File: src/rtl/ir_line_regs.sv
module ir_line_regs #(
  parameter int ADDR_W    = 3,
  parameter int LCRA_ADDR = 4,
  parameter int LCRB_ADDR = 5,
  parameter int STAT_ADDR = 6
) (
  input  logic              clk,
  input  logic              rst_n,
  input  logic              wr_en,
  input  logic [ADDR_W-1:0] addr,
  input  logic [7:0]        wdata,
  output logic [7:0]        rdata,
  input  logic              raw_rx_i,
  input  logic              fifo_empty_i,
  input  logic              crc_err_i,
  input  logic              frame_err_i,
  input  logic              overrun_i,
  input  logic              underrun_i,
  input  logic              tc_i,
  input  logic              eof_i,
  input  logic              fifo_init_done_i,
  input  logic              cir_done_i,
  output logic              fifo_reset_o,
  output logic              fast_o,
  output logic              gp_o,
  output logic              raw_tx_o,
  output logic              abort_o,
  output logic              data_done_o,
  output logic [1:0]        mode_o,
  output logic              loopback_o
);

  localparam logic [ADDR_W-1:0] A_LCRA = ADDR_W'(LCRA_ADDR);
  localparam logic [ADDR_W-1:0] A_LCRB = ADDR_W'(LCRB_ADDR);
  localparam logic [ADDR_W-1:0] A_STAT = ADDR_W'(STAT_ADDR);

  logic [2:0] ptr_q;
  logic       frm_q, crc_q, abt_q;
  logic       fiforst_q, fast_q, gp_q, rawtx_q, abort_q, dd_q;
  logic [1:0] mode_q;
  logic       lb_q;

  wire wr_a   = wr_en && addr == A_LCRA;
  wire wr_b   = wr_en && addr == A_LCRB;
  wire wr_s   = wr_en && addr == A_STAT;
  wire clr_go = wr_s && wdata[7] && ptr_q == 3'd0;

  wire set_abt = (wr_a && wdata[2]) || (underrun_i && !dd_q) || overrun_i || frame_err_i;

  always_ff @(posedge clk) begin
    if (!rst_n) begin
      ptr_q <= '0;
      {frm_q, crc_q, abt_q} <= '0;
      {fiforst_q, fast_q, gp_q, rawtx_q, abort_q, dd_q} <= '0;
      mode_q <= '0;
      lb_q   <= 1'b0;
    end else begin
      if (wr_s && !wdata[7]) ptr_q <= wdata[2:0];
      frm_q <= frame_err_i || (frm_q && !(clr_go && wdata[4]));
      crc_q <= crc_err_i   || (crc_q && !(clr_go && wdata[3]));
      abt_q <= set_abt     || (abt_q && !(clr_go && wdata[2]));

      fast_q  <= wr_a ? wdata[6] : fast_q;
      gp_q    <= wr_a ? wdata[5] : gp_q;
      rawtx_q <= wr_a ? wdata[4] : rawtx_q;

      if (fifo_init_done_i) fiforst_q <= 1'b0;
      else if (wr_a)        fiforst_q <= wdata[7];

      if (eof_i)      abort_q <= 1'b0;
      else if (wr_a)  abort_q <= wdata[2];

      if (eof_i && fifo_empty_i)    dd_q <= 1'b0;
      else if (tc_i && mode_q == 2'b10) dd_q <= 1'b1;
      else if (wr_a)                dd_q <= wdata[1];

      if (cir_done_i) mode_q <= 2'b00;
      else if (wr_b)  mode_q <= wdata[7:6];

      if (wr_b) lb_q <= wdata[0] && mode_q == 2'b00 && wdata[7:6] == 2'b00;
    end
  end

  always_comb begin
    rdata = 8'h00;
    if (addr == A_LCRA)
      rdata = {fiforst_q, fast_q, gp_q, rawtx_q, raw_rx_i, abort_q, dd_q, 1'b0};
    else if (addr == A_LCRB)
      rdata = {mode_q, 5'b0, lb_q};
    else if (addr == A_STAT) begin
      if (ptr_q == 3'd0)      rdata = {3'b0, frm_q, crc_q, abt_q, 2'b0};
      else if (ptr_q == 3'd1) rdata = {5'b0, lb_q, mode_q != 2'b00, raw_rx_i};
    end
  end

  assign fifo_reset_o = fiforst_q;
  assign fast_o       = fast_q;
  assign gp_o         = gp_q;
  assign raw_tx_o     = rawtx_q;
  assign abort_o      = abort_q;
  assign data_done_o  = dd_q;
  assign mode_o       = mode_q;
  assign loopback_o   = lb_q;

  a_r3_crc_latch: assert property (@(posedge clk) disable iff (!rst_n)
    crc_err_i |=> rdata_stat0_crc());

  function automatic logic rdata_stat0_crc();
    return crc_q;
  endfunction

  a_r4_underrun_abort: assert property (@(posedge clk) disable iff (!rst_n)
    (underrun_i && !data_done_o) |=> abt_q);

  a_r5_frame_err: assert property (@(posedge clk) disable iff (!rst_n)
    frame_err_i |=> (frm_q && abt_q));

  a_r6_sticky: assert property (@(posedge clk) disable iff (!rst_n)
    (crc_q && !(wr_en && addr == A_STAT && wdata[7])) |=> crc_q);

  a_r8_eof_abort: assert property (@(posedge clk) disable iff (!rst_n)
    eof_i |=> !abort_o);

  a_r10_fifo_init: assert property (@(posedge clk) disable iff (!rst_n)
    fifo_init_done_i |=> !fifo_reset_o);

  a_r11_cir_clear: assert property (@(posedge clk) disable iff (!rst_n)
    cir_done_i |=> mode_o == 2'b00);

  a_r12_lb_needs_idle: assert property (@(posedge clk) disable iff (!rst_n)
    loopback_o |-> mode_o == 2'b00);

  a_r2_ptr_hold: assert property (@(posedge clk) disable iff (!rst_n)
    !(wr_en && addr == A_STAT) |=> $stable(ptr_q));

endmodule

File: config.mk
export PLATFORM = sky130hd
export DESIGN_NAME = ir_line_regs
export DESIGN_NICKNAME = d
export VERILOG_FILES = /design/src/rtl/ir_line_regs.sv
export SDC_FILE = /design/constraint.sdc
export NUM_CORES = 1
export LEC_CHECK = 0
export BUFFER_PORTS_ARGS = -buffer_cell sky130_fd_sc_hd__buf_2
export CORE_UTILIZATION = 47
export CTS_CLUSTER_SIZE = 20
export DETAILED_ROUTE_END_ITERATION = 7
export PLACE_DENSITY = 0.94
export SETUP_SLACK_MARGIN = 0.15
export SLEW_MARGIN = 20
export SYNTH_ARGS = -nofsm -noshare
export SYNTH_HDL_FRONTEND = slang
export SYNTH_SLANG_ARGS = --single-unit
File: constraint.sdc
create_clock -name clk -period 1.86 [get_ports clk]
set_input_delay 0.186 -clock clk [delete_from_list [all_inputs] [get_ports clk]]
set_output_delay 0.186 -clock clk [all_outputs]
set_load 0.005 [all_outputs]
After elaboration in Yosys (flattened, before gate mapping) --
Index checks and enable logic that the tools add are counted. W data, S select, Z words.
Storage, ports and cells: bits in registers 15, logic and storage cells 63, input bits 24
Operators by class: equality and inequality tests 5, reduce and logical (&&, ||, !) cells 38, bitwise logic cells 1, muxes and demuxes 7
Operators by type and width (count):
- $logic_and A1 B1 Y1 | 18
- $mux W8 | 2
- $mux W5 | 2
- $eq A3 B3 Y1 const B | 3
- $reduce_or A2 Y1 | 4
- $logic_or A1 B1 Y1 | 6
- $logic_not A1 Y1 | 5
- $logic_not A2 Y1 | 2
- $reduce_bool A2 Y1 | 2
- $eq A3 B1 Y1 const B | 1
- $logic_not A3 Y1 | 1
- $mux W3 | 1
- $eq A2 B2 Y1 const B | 1
- $mux W1 | 2
- $not A1 Y1 | 1

Depth between registers and ports, before layout --
word-level depth 8, mapped depth 5, mapped depth without buffers 3

Worst setup path before layout --
OpenSTA, ideal clock, no wires.
path kind reg2reg, start register mode_q[0], in the netlist mode_o[0], end register lb_q, in the netlist loopback_o, cell stages (with the launch flop) 4, arrival 1231 ps, setup slack 559 ps, path buffers 0, period minus slack after synthesis 1301 ps, data required time 1789 ps, cell sequence dfxtp_1 > or4b_1 > or3_1 > a21oi_1
On the way: longest elaborated chain between the ends 3
Ends and longest elaborated chain:
- from (decl) | RTL line 40 | logic [1:0] mode_q;
- from (signal assigned) | RTL line 78 | else if (wr_b) mode_q <= wdata[7:6];
- $logic_not A2 Y1 | RTL line 80 | if (wr_b) lb_q <= wdata[0] && mode_q == 2'b00 && wdata[7:6] == 2'b00;
- $logic_and A1 B1 Y1 (2 in series) | RTL line 80
- to (signal assigned) | RTL line 56 | lb_q <= 1'b0;
- to (signal assigned) | RTL line 80
- to (decl) | RTL line 41 | logic lb_q;
Every way passes these cells. A chain may end at the register's enable or synchronous reset.

Worst setup path in the final report --
start register ptr_q[0], end output port rdata[2]
On the way: longest elaborated chain between the ends 6
Ends and longest elaborated chain:
- from (decl) | RTL line 37 | logic [2:0] ptr_q;
- from (signal assigned) | RTL line 58 | if (wr_s && !wdata[7]) ptr_q <= wdata[2:0];
- $eq A3 B1 Y1 | RTL line 92 | else if (ptr_q == 3'd1) rdata = {5'b0, lb_q, mode_q != 2'b00, raw_rx_i};
- $mux W3 | RTL line 92
- $mux W5 (*) | RTL line 91 | if (ptr_q == 3'd0) rdata = {3'b0, frm_q, crc_q, abt_q, 2'b0};
- $mux W5 (*) | RTL line 90 | else if (addr == A_STAT) begin
- $mux W8 (*) | RTL line 88 | else if (addr == A_LCRB)
- $mux W8 (*) | RTL line 86 | if (addr == A_LCRA)
- to (decl) | RTL line 12 | output logic [7:0] rdata,
Every way passes the cells marked *; elsewhere a longest branch is shown, timed or not.

==> summary.md <==
| Metric | Value |
|---|---|
| Post-synth EDFFs | `0` |
| GRT met2 Usage | `41.8%` |
| DRT iter0 DRCs | `26` |
| Worst vdd ir | `0.364 mV` |
| Largest net degree at the start of global routing | `12` |
| Mapped Avg Cell Area | `8.88 sq um` |
| Synth area leaders | `dfxtp_1 38%, mux2i_1 13%, nor2_1 3.8%, a21oi_1 3.2%, o21ai_0 3.2%` |
| Rel. slew slack | `75.4%` |
| Top-area cell type share of the netlist area | `38.0%` |
| Dominant cell by count in the synthesized netlist | `dfxtp_1` |
| Netlist cell types | `35` |
| Top cells by count, synth | `15 x dfxtp_1, 10 x mux2i_1, 8 x nor2_1` |
| Vias per cell | `5.68` |
| Worst R2R Start | `mode_o[0]` |
| Layout Skew | `0.000950 ns` |
| Hold_sp | `fifo_init_done_i` |
| Slew @ Worst Pin | `0.360 ns` |
| Outcome | `completed` |
| First-pass GRT wire length | `around 3500 microns` |
| Worst Reg-to-Reg Cells | `3` |
| Vias in the first global route | `approximately 800` |
| CTS sink cnt | `15` |
| Seq pwr share | `between 50% and 60%` |
| Post-Syn Instances | `just under 90` |
| CP Launch Type | `flip-flop` |
| Global-route usage over all layers | `roughly 25%` |
| Pins Over Slew Limit | `0` |
| Share of the yosys chip area belonging to registers | `38.0%` |
| Critical path required time | `1.67 ns` |
| Antenna violations before repair | `0` |
| GPL Wtd Cong | `0.879` |
| Synth Flop Type | `dfxtp_1` |
| Die extent in y | `roughly 43 microns` |
| Worst-path fanout max | `6` |
| HP Class | `in -> reg` |
| Row cnt | `14` |
| Layout cells sized above 1 | `37.1%` |
| Total net switching power | `151 uW` |
| Num CTS Buffers | `3` |
| Synthesized netlist net count | `113` |
| GR Util met1 | `31.8%` |
| Clk pwr share | `30.3%` |
| Die W | `43.0 microns` |
| Worst skew pair latency | `roughly 0.28 ns` |
| Synth warnings | `0` |
| Die area | `between 0.0015 and 0.002 sq mm` |
| Int Power | `roughly 460 uW` |
| Routed vias | `841` |
| CTS tree | `built` |
| Core region area | `0.00154 sq mm` |
| Crit Path Class | `reg -> out` |
| Max Cap Violations | `0` |
| IO Pins | `41` |
| Global route hottest layer | `met2` |
| Switching share of total power | `about 25%` |
| #FFs+latches synth | `15` |
| Worst Hold End | `fifo_reset_o` |
| Initial Utilization | `between 50% and 60%` |
| Antenna viol nets, final | `0` |
| CP arrival | `1.45 ns` |
| Post-layout minimum cycle time | `1.64 ns` |
| Initial DRT Pass Iterations | `4` |
| Antenna Cells | `0` |
| Peak Freq | `0.610 GHz` |
| Total Routed Length | `roughly 2000 microns` |
| Clock Tree Buf Depth | `2` |
| Setup tns final | `0 ns` |
| CP Capture Type | `output pin` |
| Synth area leader | `dfxtp_1` |
| Setup violations, final | `0` |
| Synth Cell Area | `791 sq um` |
| Final net count | `157` |
| Root buf cell | `clkbuf_4` |
| WL/cell | `roughly 14 microns` |
| Layout overhead on the synthesized area | `31.6%` |
| Worst-path clk slew | `~0.080 ns` |
| Remaining global-route overflow | `0` |
| P per Cell Area | `582 mW/mm^2` |
| Post-DP HPWL | `between 1500 and 2000 microns` |
| Fin worst setup slack | `0.221 ns` |
| IO Port Bufs | `40` |
| Final period util | `88.1%` |
| Setup slack, reg-to-reg | `0.43 ns` |
| Worst slack at placement | `0.470 ns` |
| RSZ-0062 raised after global routing | `no` |
| FFs w/ async S/R, synth | `0%` |
| Post-route DRC | `0` |
| Final Hold Vio Count | `0` |
| Hold Buf Count CTS | `0` |
| Cell count of the worst hold path | `2` |
| Met3 GRT Util | `under 10%` |
| H-tree depth | `1` |
| Pleak | `0.503 nW` |
| R2R Path End | `loopback_o` |
| Comb power frac | `14.5%` |
[cell families (layout without fill, tap and decap cells)]
group	count (synthesis)	in the layout	synth area share, %
muxes	11	11	14.1
AOI/OAI and AO/OA	20	20	17.6
and+or+nand+nor	34	34	25.5
DFF	15	15	38.0
buffers and inverters	9	52	4.90
[cell usage in the layout, fill, tap and decap left out, drive strengths merged]
| master | netlist | final |
|---|---|---|
| nor2 | 8 | 8 |
| or3 | 1 | 1 |
| mux2 | 1 | 1 |
| o21ai | 5 | 5 |
| or2 | 1 | 1 |
| or2b | 1 | 1 |
| o41ai | 1 | 1 |
| clkbuf | 1 | 4 |
| inv | 6 | 6 |
| and4b | 1 | 1 |
| o31ai | 1 | 1 |
| a21oi | 5 | 5 |
| and2 | 1 | 1 |
| nand2 | 3 | 3 |
| nor2b | 1 | 1 |
| nor3 | 3 | 3 |
| mux2i | 10 | 10 |
| a32o | 1 | 1 |
| nor3b | 2 | 2 |
| nand2b | 2 | 2 |
| buf | 2 | 42 |
| o2111ai | 1 | 1 |
| or4b | 1 | 1 |
| a2111oi | 1 | 1 |
| and3b | 1 | 1 |
| nand3b | 1 | 1 |
| nand4b | 2 | 2 |
| a221oi | 1 | 1 |
| dfxtp | 15 | 15 |
| a22o | 2 | 2 |
| nor4bb | 1 | 1 |
| nand4 | 1 | 1 |
| nand3 | 3 | 3 |
| a31oi | 2 | 2 |
[power by group through the flow]
stage / clock network, mW / logic [mW] / registers, mW
4_1_cts: 0.186 / 0.0873 / 0.334
2_1_floorplan: 0 / 0.0413 / 0.341
3_5_place_dp: 0 / 0.0868 / 0.342
3_3_place_gp: 0 / 0.0839 / 0.341
5_1_grt: 0.209 / 0.0967 / 0.336
6_report: 0.184 / 0.0880 / 0.335
[state kept, by name, indices dropped and copies added (netlist names)]
signal and count:
raw_tx_o 1, crc_q 1, frm_q 1, fifo_reset_o 1
abort_o 1, ptr_q 3, loopback_o 1, data_done_o 1
fast_o 1, abt_q 1, gp_o 1, mode_o 2
[cell type report]
cell class	instances	area, sq um
Clock buffer	4	26.3
Fill cell	122	500
Sequential cell	15	300
Timing Repair Buffer	42	215
Inverter	6	22.5
Multi-Input combinational cell	65	457
Tap cell	16	20.0
[layer usage]
layer	wire, microns	up-vias
li1	-	417
met1	881	378
met2	973	37
met3	130	9
met4	55	0
met5	0	-
[critical path, stage by stage (launching register included)]
cell and delay, ns:
dfxtp_1 0.44, mux2_2 0.36, a32o_1 0.25, buf_2 0.12
[stage by stage]
stage / instances / util, % / cell area (sq um) / hold slack, ns / total power [mW]
after floorplan: 89 / - / 791 / 0.263 / 0.382
after global placement: 144 / 65.5 / 1010 / 0.351 / 0.425
after detailed placement: 144 / 65.5 / 1010 / 0.374 / 0.429
after CTS: 148 / 67.2 / 1040 / 0.0717 / 0.608
after global routing: 148 / 67.5 / 1040 / 0.0649 / 0.642
final: 148 / 67.5 / 1040 / 0.0770 / 0.606
[worst max path at each step]
stage	slack [ns]	cells after the start	endpoint	startpoint
finish	0.22	3	rdata[2]	ptr_q[0]
global route	0.16	3	rdata[2]	ptr_q[0]
CTS	0.20	4	rdata[4]	ptr_q[2]
detailed placement	0.47	4	loopback_o	wdata[7]
global placement	0.53	5	rdata[4]	addr[0]
floorplan	0.56	3	loopback_o	mode_o[0]
[repair_timing]
item	CTS	global route
setup buffers	0	0
endpoints found under the setup margin	0	2
gates resized for setup	0	1
No activity file was read; power rests on OpenSTA's default activity.
